===== src/rtl/nfe_pkg.sv =====
package nfe_pkg;

    typedef enum logic [1:0] {
        NFE_IDLE = 2'd0,
        NFE_PEND = 2'd1,
        NFE_IGN  = 2'd2
    } nfe_state_e;

    typedef struct packed {
        nfe_state_e phase;
    } nfe_regs_t;

endpackage


===== src/rtl/nfe_sync.sv =====
module nfe_sync #(
    parameter int STAGES = 2
) (
    input  logic clk_i,
    input  logic rst_ni,
    input  logic async_i,
    output logic sync_o
);
    generate
        if (STAGES == 0) begin : g_bypass
            assign sync_o = async_i;
        end else begin : g_chain
            logic [STAGES-1:0] chain_d;
            logic [STAGES-1:0] chain_q;

            always_comb begin
                chain_d = chain_q;
                chain_d[0] = async_i;
                for (int i = 1; i < STAGES; i++) begin
                    chain_d[i] = chain_q[i-1];
                end
            end

            always_ff @(posedge clk_i or negedge rst_ni) begin
                if (!rst_ni) chain_q <= '0;
                else         chain_q <= chain_d;
            end

            assign sync_o = chain_q[STAGES-1];
        end
    endgenerate
endmodule


===== src/rtl/nfe_ack_decode.sv =====
module nfe_ack_decode #(
    parameter int              ADDR_W   = 16,
    parameter logic [ADDR_W-1:0] ACK_ADDR = 16'h00F0
) (
    input  logic              io_wr_i,
    input  logic [ADDR_W-1:0] io_addr_i,
    output logic              ack_o
);
    always_comb begin
        ack_o = io_wr_i && (io_addr_i == ACK_ADDR);
    end
endmodule


===== src/rtl/nfe_ctrl.sv =====
module nfe_ctrl
    import nfe_pkg::*;
(
    input  logic clk_i,
    input  logic rst_ni,
    input  logic enable_i,
    input  logic fault_sync_i,
    input  logic fault_raw_i,
    input  logic ack_i,
    output logic irq_o,
    output logic ignore_o
);
    nfe_regs_t r_d;
    nfe_regs_t r_q;

    always_comb begin
        r_d = r_q;
        if (!enable_i) begin
            r_d.phase = NFE_IDLE;
        end else begin
            unique case (r_q.phase)
                NFE_IDLE: if (fault_sync_i) r_d.phase = NFE_PEND;
                NFE_PEND: if (ack_i)        r_d.phase = fault_sync_i ? NFE_IGN : NFE_IDLE;
                NFE_IGN:  if (!fault_sync_i) r_d.phase = NFE_IDLE;
                default:                    r_d.phase = NFE_IDLE;
            endcase
        end
    end

    always_ff @(posedge clk_i or negedge rst_ni) begin
        if (!rst_ni) r_q <= '{phase: NFE_IDLE};
        else         r_q <= r_d;
    end

    always_comb begin
        irq_o    = enable_i && (r_q.phase == NFE_PEND);
        ignore_o = enable_i && (r_q.phase == NFE_IGN) && fault_sync_i && fault_raw_i;
    end


    ack_hands_over_chk: assert property (@(posedge clk_i) disable iff (!rst_ni)
        (irq_o && ack_i && fault_sync_i && enable_i) |=> (r_q.phase == NFE_IGN));


    idle_ack_ignored_chk: assert property (@(posedge clk_i) disable iff (!rst_ni)
        (r_q.phase == NFE_IDLE && !fault_sync_i) |=> (r_q.phase == NFE_IDLE));


    disable_to_idle_chk: assert property (@(posedge clk_i) disable iff (!rst_ni)
        (!enable_i) |=> (r_q.phase == NFE_IDLE));


    pend_held_chk: assert property (@(posedge clk_i) disable iff (!rst_ni)
        (r_q.phase == NFE_PEND && enable_i && !ack_i) |=> (r_q.phase == NFE_PEND));


    pend_needs_fault_chk: assert property (@(posedge clk_i) disable iff (!rst_ni)
        (r_q.phase == NFE_IDLE && enable_i && fault_sync_i) |=> (r_q.phase == NFE_PEND));
endmodule


===== src/rtl/numeric_fault_irq.sv =====
module numeric_fault_irq #(
    parameter int                ADDR_W      = 16,
    parameter logic [ADDR_W-1:0] ACK_ADDR    = 16'h00F0,
    parameter int                SYNC_STAGES = 2
) (
    input  logic              clk_i,
    input  logic              rst_ni,
    input  logic              enable_i,
    input  logic              fault_i,
    input  logic              io_wr_i,
    input  logic [ADDR_W-1:0] io_addr_i,
    output logic              irq13_o,
    output logic              ignore_o
);
    logic fault_sync;
    logic ack_hit;

    nfe_sync #(.STAGES(SYNC_STAGES)) u_sync (
        .clk_i   (clk_i),
        .rst_ni  (rst_ni),
        .async_i (fault_i),
        .sync_o  (fault_sync)
    );

    nfe_ack_decode #(.ADDR_W(ADDR_W), .ACK_ADDR(ACK_ADDR)) u_dec (
        .io_wr_i   (io_wr_i),
        .io_addr_i (io_addr_i),
        .ack_o     (ack_hit)
    );

    nfe_ctrl u_ctrl (
        .clk_i        (clk_i),
        .rst_ni       (rst_ni),
        .enable_i     (enable_i),
        .fault_sync_i (fault_sync),
        .fault_raw_i  (fault_i),
        .ack_i        (ack_hit),
        .irq_o        (irq13_o),
        .ignore_o     (ignore_o)
    );


    ignore_needs_fault_chk: assert property (@(posedge clk_i) disable iff (!rst_ni)
        ignore_o |-> fault_i);


    outputs_exclusive_chk: assert property (@(posedge clk_i) disable iff (!rst_ni)
        !(irq13_o && ignore_o));


    foreign_write_chk: assert property (@(posedge clk_i) disable iff (!rst_ni)
        (irq13_o && enable_i && !ack_hit) |=> irq13_o || !enable_i);
endmodule


===== config.mk =====
export PLATFORM = sky130hd
export DESIGN_NAME = numeric_fault_irq
export DESIGN_NICKNAME = d
export VERILOG_FILES = /design/src/rtl/nfe_pkg.sv /design/src/rtl/nfe_sync.sv /design/src/rtl/nfe_ack_decode.sv /design/src/rtl/nfe_ctrl.sv /design/src/rtl/numeric_fault_irq.sv
export SDC_FILE = /design/constraint.sdc
export NUM_CORES = 1
export LEC_CHECK = 0
export CAP_MARGIN = 30
export CORE_AREA = 2 2 39 41
export DETAILED_ROUTE_END_ITERATION = 8
export DIE_AREA = 0 0 41 43
export PLACE_DENSITY = 0.55
export SLEW_MARGIN = 25
export SYNTH_ARGS = -nofsm -noshare
export SYNTH_HDL_FRONTEND = slang
export SYNTH_SLANG_ARGS = --single-unit

===== constraint.sdc =====
create_clock -name clk_i -period 1.1 [get_ports clk_i]
set_input_delay 0.22 -clock clk_i [delete_from_list [all_inputs] [get_ports clk_i]]
set_output_delay 0.22 -clock clk_i [all_outputs]
set_load 0.03 [all_outputs]

==> summary.md, run 1 <==
| Metric | Value |
|---|---|
| Status | `finished with violations` |
| # port buffers | `22` |
| Routed length on met2 | `~300 microns` |
| Antenna cells | `0` |
| Antenna violations before repair | `0` |
| Vias in the first global route | `~250` |
| Num rows | `14` |
| Die height | `around 43 microns` |
| Req. time, crit path | `between 800 and 900 ps` |
| DRT Wirelength | `around 650 microns` |
| Skew-Pair Late Insertion Delay | `roughly 230 ps` |
| Endpoints failing hold | `0` |
| Clock buffer depth | `2` |
| DP Cell Count | `60` |
| Flops & latches, synth | `4` |
| GPL Wtd Cong | `between 0.6 and 0.7` |
| Tcrit/Tclk final | `114%` |
| RSZ-0062 raised after global routing | `true` |
| Reg power frac | `35.9%` |
| Root Driver | `clkbuf_4` |
| Post-synthesis adder-cell area fraction | `0%` |
| Clk pwr share | `approximately 40%` |
| Die X | `41 microns` |
| Core area | `around 0.0014 sq mm` |
| Worst setup EP type | `output port` |
| DR pass1 iterations | `1` |
| Largest net degree at the start of global routing | `5` |
| Max Cap Viol | `0` |
| First-pass GRT wire length | `966 microns` |
| Slowest cell on the critical path | `dfrtp_1` |
| Via count | `283` |
| Largest family of logic cells by synthesized area | `simple AND/OR/NAND/NOR gates` |
| Cts hold-fix bufs | `0` |
| Switching share of power | `between 20% and 30%` |
| Crit Path Category | `flop to output port` |
| TritonCTS clock tree | `yes` |
| Antenna Nets Post-Route | `0` |
| DR vias/cell | `between 4 and 5` |
| Hold_ws | `~190 ps` |
| I/O Pins | `23` |
| Total grt overflow | `0` |
| Final Skew | `approximately 3.7 ps` |
| Post-Synth XOR/XNOR Area | `0%` |
| Comb power frac | `between 20% and 30%` |
| Synth Area in Simple Gates | `approximately 43%` |
| Cell Chain, Critical Path | `nand4b_1 -> nor2_2 -> buf_6` |
| Layout cells sized above 1 | `a little over a third` |
| VDD IR-drop max | `277 uV` |
| Tightest Pin Transition | `258 ps` |
| Layout Nets | `slightly above 70` |
| H-tree depth | `1` |
| Num Clock Sinks | `4` |
| Mux share of post-synthesis cell area | `0%` |
| Top cell type by total area after synthesis | `dfrtp_1` |
| Slowest stage delay, CP | `roughly 360 ps` |
| Routed met3 length | `approximately 97 microns` |
| Post-Layout Cell Count | `65` |
| Fmax | `around 800 MHz` |
| Hold Crit Class | `primary input to asynchronous set/reset pin` |
| Drt initial violations | `0` |
| Num CTS Buffers | `3` |
| Avg WL per Cell | `about 10 microns` |
| Final setup vio count | `2` |
| YS warnings | `0` |
| Synth top area share | `between 40 and 50%` |
| Global-route usage over all layers | `approximately 8.4%` |
| Worst EP arrival | `roughly 1000 ps` |
| Synthesized instance count | `18` |
| Violated checks | `setup timing` |
| Pleak | `0.280 nW` |
| Fin. max-slew vios | `0` |
| Worst setup margin | `-155 ps` |
| Synth area leaders | `dfrtp_1, nor4_2, nor4b_2` |
| Slew headroom | `~83%` |
| Synthesized area per cell | `11.7 sq um` |
| Post-synthesis cell type count | `13` |
| DRC | `0` |
| Dpl hpwl | `519 microns` |
| Worst Path Max Fanout | `2` |
| Post-synthesis sequential area ratio | `a little under half` |
| P&R area growth vs syn | `157%` |
| Reg2Reg Depth | `5` |
| Synthesized net count | `39` |
| P_int | `between 300 and 400 uW` |
| Power Total | `roughly 440 uW` |
| Final min period | `between 1000 and 1500 ps` |
| Area of the die | `approximately 0.0018 sq mm` |
| Pwr dens | `just over 800 mW/mm^2` |
| Clock slew at reported path FFs | `40 ps` |
| Met1 Wirelength | `between 200 and 300 microns` |
| Initial Util | `15.3%` |
| NetSw | `88.7 uW` |
| Util after Layout | `between 30 and 40%` |
| CP Launch Type | `flop` |
| Netlist Area Pre-Place | `211 sq um` |
| Top Metal Used | `met3` |
| Synth Area in Compound Gates | `under 10%` |
## final cells by class
class                   instances  area [sq um]
fillers                       150           840
repair buffers                 28           269
inverters                       1          3.75
flip-flops and latches          4           100
multi-input cells              13           129
well taps                      16          20.0
clock buffers                   3          22.5
## registers in the layout, indices dropped and copies added (netlist names)
name,count
u_sync.g_chain.chain_q,2
u_ctrl.r_q,2
## routing by layer
layer / vias to the layer above / global-route usage, %
li1: 134 / -
met4: 0 / 4.00
met3: 0 / 4.71
met5: - / 0
met2: 23 / 10.0
met1: 126 / 11.7
## stage by stage
step / cell area (sq um) / setup slack [ps] / setup TNS, ps
floorplan: 214 / 26.1 / 0
global placement: 479 / -298 / -1060
detailed placement: 479 / -301 / -1040
finish: 544 / -155 / -273
global route: 544 / -238 / -408
CTS: 523 / -168 / -294
## path summary, 6_finish.rpt
check,slack [ps],startpoint,endpoint
max,-160,u_ctrl.r_q[0]$_DFFE_PN0P_,ignore_o
min,190,rst_ni,u_sync.g_chain.chain_q[0]$_DFF_PN0_
max reg2reg,70,u_ctrl.r_q[1]$_DFFE_PN0P_,u_ctrl.r_q[1]$_DFFE_PN0P_
min reg2reg,340,u_sync.g_chain.chain_q[0]$_DFF_PN0_,u_sync.g_chain.chain_q[1]$_DFF_PN0_
max in group asynchronous,730,rst_ni,u_ctrl.r_q[1]$_DFFE_PN0P_
min in group clk_i,340,io_addr_i[3],u_ctrl.r_q[1]$_DFFE_PN0P_
## cells in the mapped netlist, drive strengths merged
master	n
o221a	1
o21ai	1
inv	1
nand4	2
nor4	2
and2	1
nand4b	1
dfrtp	4
nor2	1
nor4b	1
nand2	1
and4b	1
nor2b	1
## cells in the final DEF (no fill, tap or decap), types with 2 or more instances in the layout
cell and count:
buf_4 6, buf_6 2, clkbuf_4 3, clkdlybuf4s50_1 6
dfrtp_1 4, dlygate4sd2_1 9, dlymetal6s2s_1 5, nand4_1 2
nor4_2 2
## kinds of logic after synthesis
group	count (synthesis)
AOI/OAI and AO/OA	2
and+or+nand+nor	11
buffers and inverters	1
DFF	4
## worst max-delay path: cells and delay by family, from the launching register on
kind,cells,cell delay (ps)
flip-flops,1,360
buffers and inverters,1,130
AND/OR/NAND/NOR,2,320
## power by group through the flow
stage               logic (mW)  clock network [mW]  registers [mW]
CTS                      0.106               0.187           0.157
floorplan               0.0171                   0           0.159
detailed placement       0.109                   0           0.159
global route             0.115               0.208           0.158
finish                   0.106               0.175           0.157
global placement         0.108                   0           0.159
## timing repair
item                                    in CTS  in global routing
buffers inserted                             2                  0
pin swaps                                    7                  6
cloned                                       0                  0
resized for setup                           14                  6
endpoints found under the setup margin       4                  4
Note: power is estimated with default switching activity, not from simulation.
==> inputs of run 2 (changes only) <==
--- a/config.mk
+++ b/config.mk
@@ -5,6 +5,7 @@
 export SDC_FILE = /design/constraint.sdc
 export NUM_CORES = 1
 export LEC_CHECK = 0
+export ABC_CLOCK_PERIOD_IN_PS = 1350
 export CAP_MARGIN = 30
 export CORE_AREA = 2 2 39 41
 export DETAILED_ROUTE_END_ITERATION = 8
==> constraint.sdc (replaced) <==
create_clock -name clk_i -period 1.35 [get_ports clk_i]
set_input_delay 0.27 -clock clk_i [delete_from_list [all_inputs] [get_ports clk_i]]
set_output_delay 0.27 -clock clk_i [all_outputs]
set_load 0.03 [all_outputs]
==> run 2 against run 1 <==
- the flow now finishes without violations
- core utilization is 1.3 points lower
- clock skew is 1.3 ps higher
- hold slack better by 51 ps
- setup slack better by 170 ps
- final area is 3.2% lower
- first-iteration DRC count is 9 higher
- count of clock-buffer cells in the layout stayed put
- clock power is 19% lower
- combinational power is 13% lower
- critical path depth stayed put
- die area stayed put
- non-clock buffer count stayed put
- critical path type unchanged
- largest power group unchanged
==> summary.md, run 2 (synthesis results as in run 1) <==
| Metric | Value |
|---|---|
| Final TNS setup | `0 ps (+273 ps)` |
| Clock slew at reported path FFs | `40 ps (about the same)` |
| Req. time, crit path | `1080 ps (+200 ps)` |
| Antenna cells | `0 (unchanged)` |
| DRT Wirelength | `671 microns (+2.9%)` |
| Layout cells sized above 1 | `32.7% (-2.0 points)` |
| Antenna violations before repair | `0 (unchanged)` |
| Endpoints failing hold | `0 (unchanged)` |
| R2r startpoint | `u_ctrl.r_q[0]$_DFFE_PN0P_` |
| Antenna Nets Post-Route | `0 (unchanged)` |
| Slew headroom | `81.6% (-1.1 points)` |
| Vias in the first global route | `278 (+9.9%)` |
| Via count | `280 (-1.1%)` |
| Final instance area | `527 sq um (-3.2%)` |
| Commonest non-fill, non-tap cell in the layout | `clkdlybuf4s50_1` |
| Pre-CTS WS | `-125 ps (+176 ps)` |
| Critical Path Source | `u_ctrl.r_q[0]$_DFFE_PN0P_` |
| Skew-Pair Late Insertion Delay | `230 ps (about the same)` |
| # fillers | `141 (-6.0%)` |
| Post-Layout Cell Count | `65 (unchanged)` |
| Status | `complete, no violations` |
| Fin. max-slew vios | `0 (unchanged)` |
| First-pass GRT wire length | `1150 microns (+19%)` |
| Initial Util | `15.3% (unchanged)` |
| Hold Crit Class | `primary input to asynchronous set/reset pin` |
| Worst Path Max Fanout | `2 (unchanged)` |
| Final min period | `1330 ps` |
| GPL Wtd Cong | `0.612 (-1.1%)` |
| Die height | `43 microns (unchanged)` |
| Pleak | `0.217 nW (-22%)` |
| I/O Pins | `23 (unchanged)` |
| Num CTS Buffers | `3 (unchanged)` |
| TritonCTS clock tree | `yes` |
| Top flop regs | `u_ctrl.r_q x2, u_sync.g_chain.chain_q x2` |
| Pwr dens | `689 mW/mm^2 (-15%)` |
| Worst setup margin | `16.7 ps (+172 ps)` |
| Global-route usage over all layers | `10.4% (+2.0 points)` |
| DP Cell Count | `58 (-3.3%)` |
| Root Driver | `clkbuf_4` |
| P&R area growth vs syn | `149%` |
| Core area | `0.00138 sq mm (unchanged)` |
| Num Clock Sinks | `4 (unchanged)` |
| Fmax | `between 700 and 800 MHz` |
| Dpl hpwl | `526 microns (+1.3%)` |
| VDD IR-drop max | `236 uV (-15%)` |
| DRC | `0 (unchanged)` |
| Post-Place Cell Area | `462 sq um (-3.7%)` |
| Die X | `41 microns (unchanged)` |
| Slowest stage delay, CP | `370 ps (about the same)` |
| CP Launch Type | `flop` |
| Commonest cells after routing, fill and taps aside | `clkdlybuf4s50_1, buf_4, dfrtp_1` |
| Layout Nets | `72 (unchanged)` |
| Max Cap Viol | `0 (unchanged)` |
| Crit Path Category | `flop to output port` |
| Total grt overflow | `0 (unchanged)` |
| Avg WL per Cell | `10.3 microns (+2.9%)` |
| DR pass1 iterations | `3 (+2)` |
| # port buffers | `22 (unchanged)` |
| Hold_ws | `245 ps (+51.1 ps)` |
| Worst EP arrival | `1060 ps (+20 ps)` |
| Drt initial violations | `9 (+9)` |
| Area of the die | `0.00176 sq mm (unchanged)` |
| Tightest Pin Transition | `274 ps (+15.8 ps)` |
| Final setup vio count | `0 (-2)` |
| H-tree depth | `1 (unchanged)` |
| DR vias/cell | `4.31 (-1.1%)` |
| Slowest cell on the critical path | `dfrtp_1` |
| Power Total | `363 uW (-17%)` |
| Tcrit/Tclk final | `a little under 100%` |
| Num rows | `14 (unchanged)` |
| Worst setup EP type | `output port` |
| Cell Chain, Critical Path | `nand4b_1 -> nor2_1 -> buf_4` |
| Largest net degree at the start of global routing | `5 (unchanged)` |
| Clock buffer depth | `2 (unchanged)` |
| Util after Layout | `38.1% (-1.3 points)` |
| Final Skew | `4.97 ps (+1.26 ps)` |
| RSZ-0062 raised after global routing | `true` |
## run 2: path summary, 6_finish.rpt
kind | end | slack [ps] | cells past startpoint
max | ignore_o | 20 | 3
min | u_sync.g_chain.chain_q[0]$_DFF_PN0_ | 250 | 1
max reg2reg | u_ctrl.r_q[1]$_DFFE_PN0P_ | 260 | 5
min reg2reg | u_sync.g_chain.chain_q[1]$_DFF_PN0_ | 350 | 0
max in group asynchronous | u_ctrl.r_q[0]$_DFFE_PN0P_ | 930 | 1
min in group clk_i | u_sync.g_chain.chain_q[1]$_DFF_PN0_ | 350 | 0
## run 2: worst max-delay path, delay by kind of cell, from the launching register on
kind	cells	cell delay, ps
buffers and inverters	1	160
AND/OR/NAND/NOR	2	310
flip-flops	1	370
## run 2: cell type report
cell class | instances | area (sq um) | area share (%)
clock buffers | 3 | 22.5 | 4.28
inverters | 1 | 3.75 | 0.713
multi-input cells | 13 | 118 | 22.3
flip-flops and latches | 4 | 100 | 19.0
well taps | 16 | 20.0 | 3.80
repair buffers | 28 | 263 | 49.9
## run 2: layer usage
metal	routed length, microns	global-route usage [%]	vias up
li1	-	-	135
met1	268	11.7	120
met2	303	14.4	23
met3	88	4.71	2
met4	11	8.00	0
met5	0	0	-
## run 2: repair_timing
| item | in CTS | in global routing |
|---|---|---|
| buffers inserted | 3 | 1 |
| endpoints found under the setup margin | 2 | 1 |
| hold buffers | 0 | 0 |
| gates resized for setup | 5 | 0 |
| pin swaps | 0 | 0 |
## run 2: power by group
group	total [mW]	leakage [nW]	switching, mW	internal, mW
Combinational	0.0920	0.154	0.0238	0.0682
Sequential	0.129	0.0498	0.00288	0.126
Clock	0.142	0.0138	0.0433	0.0990
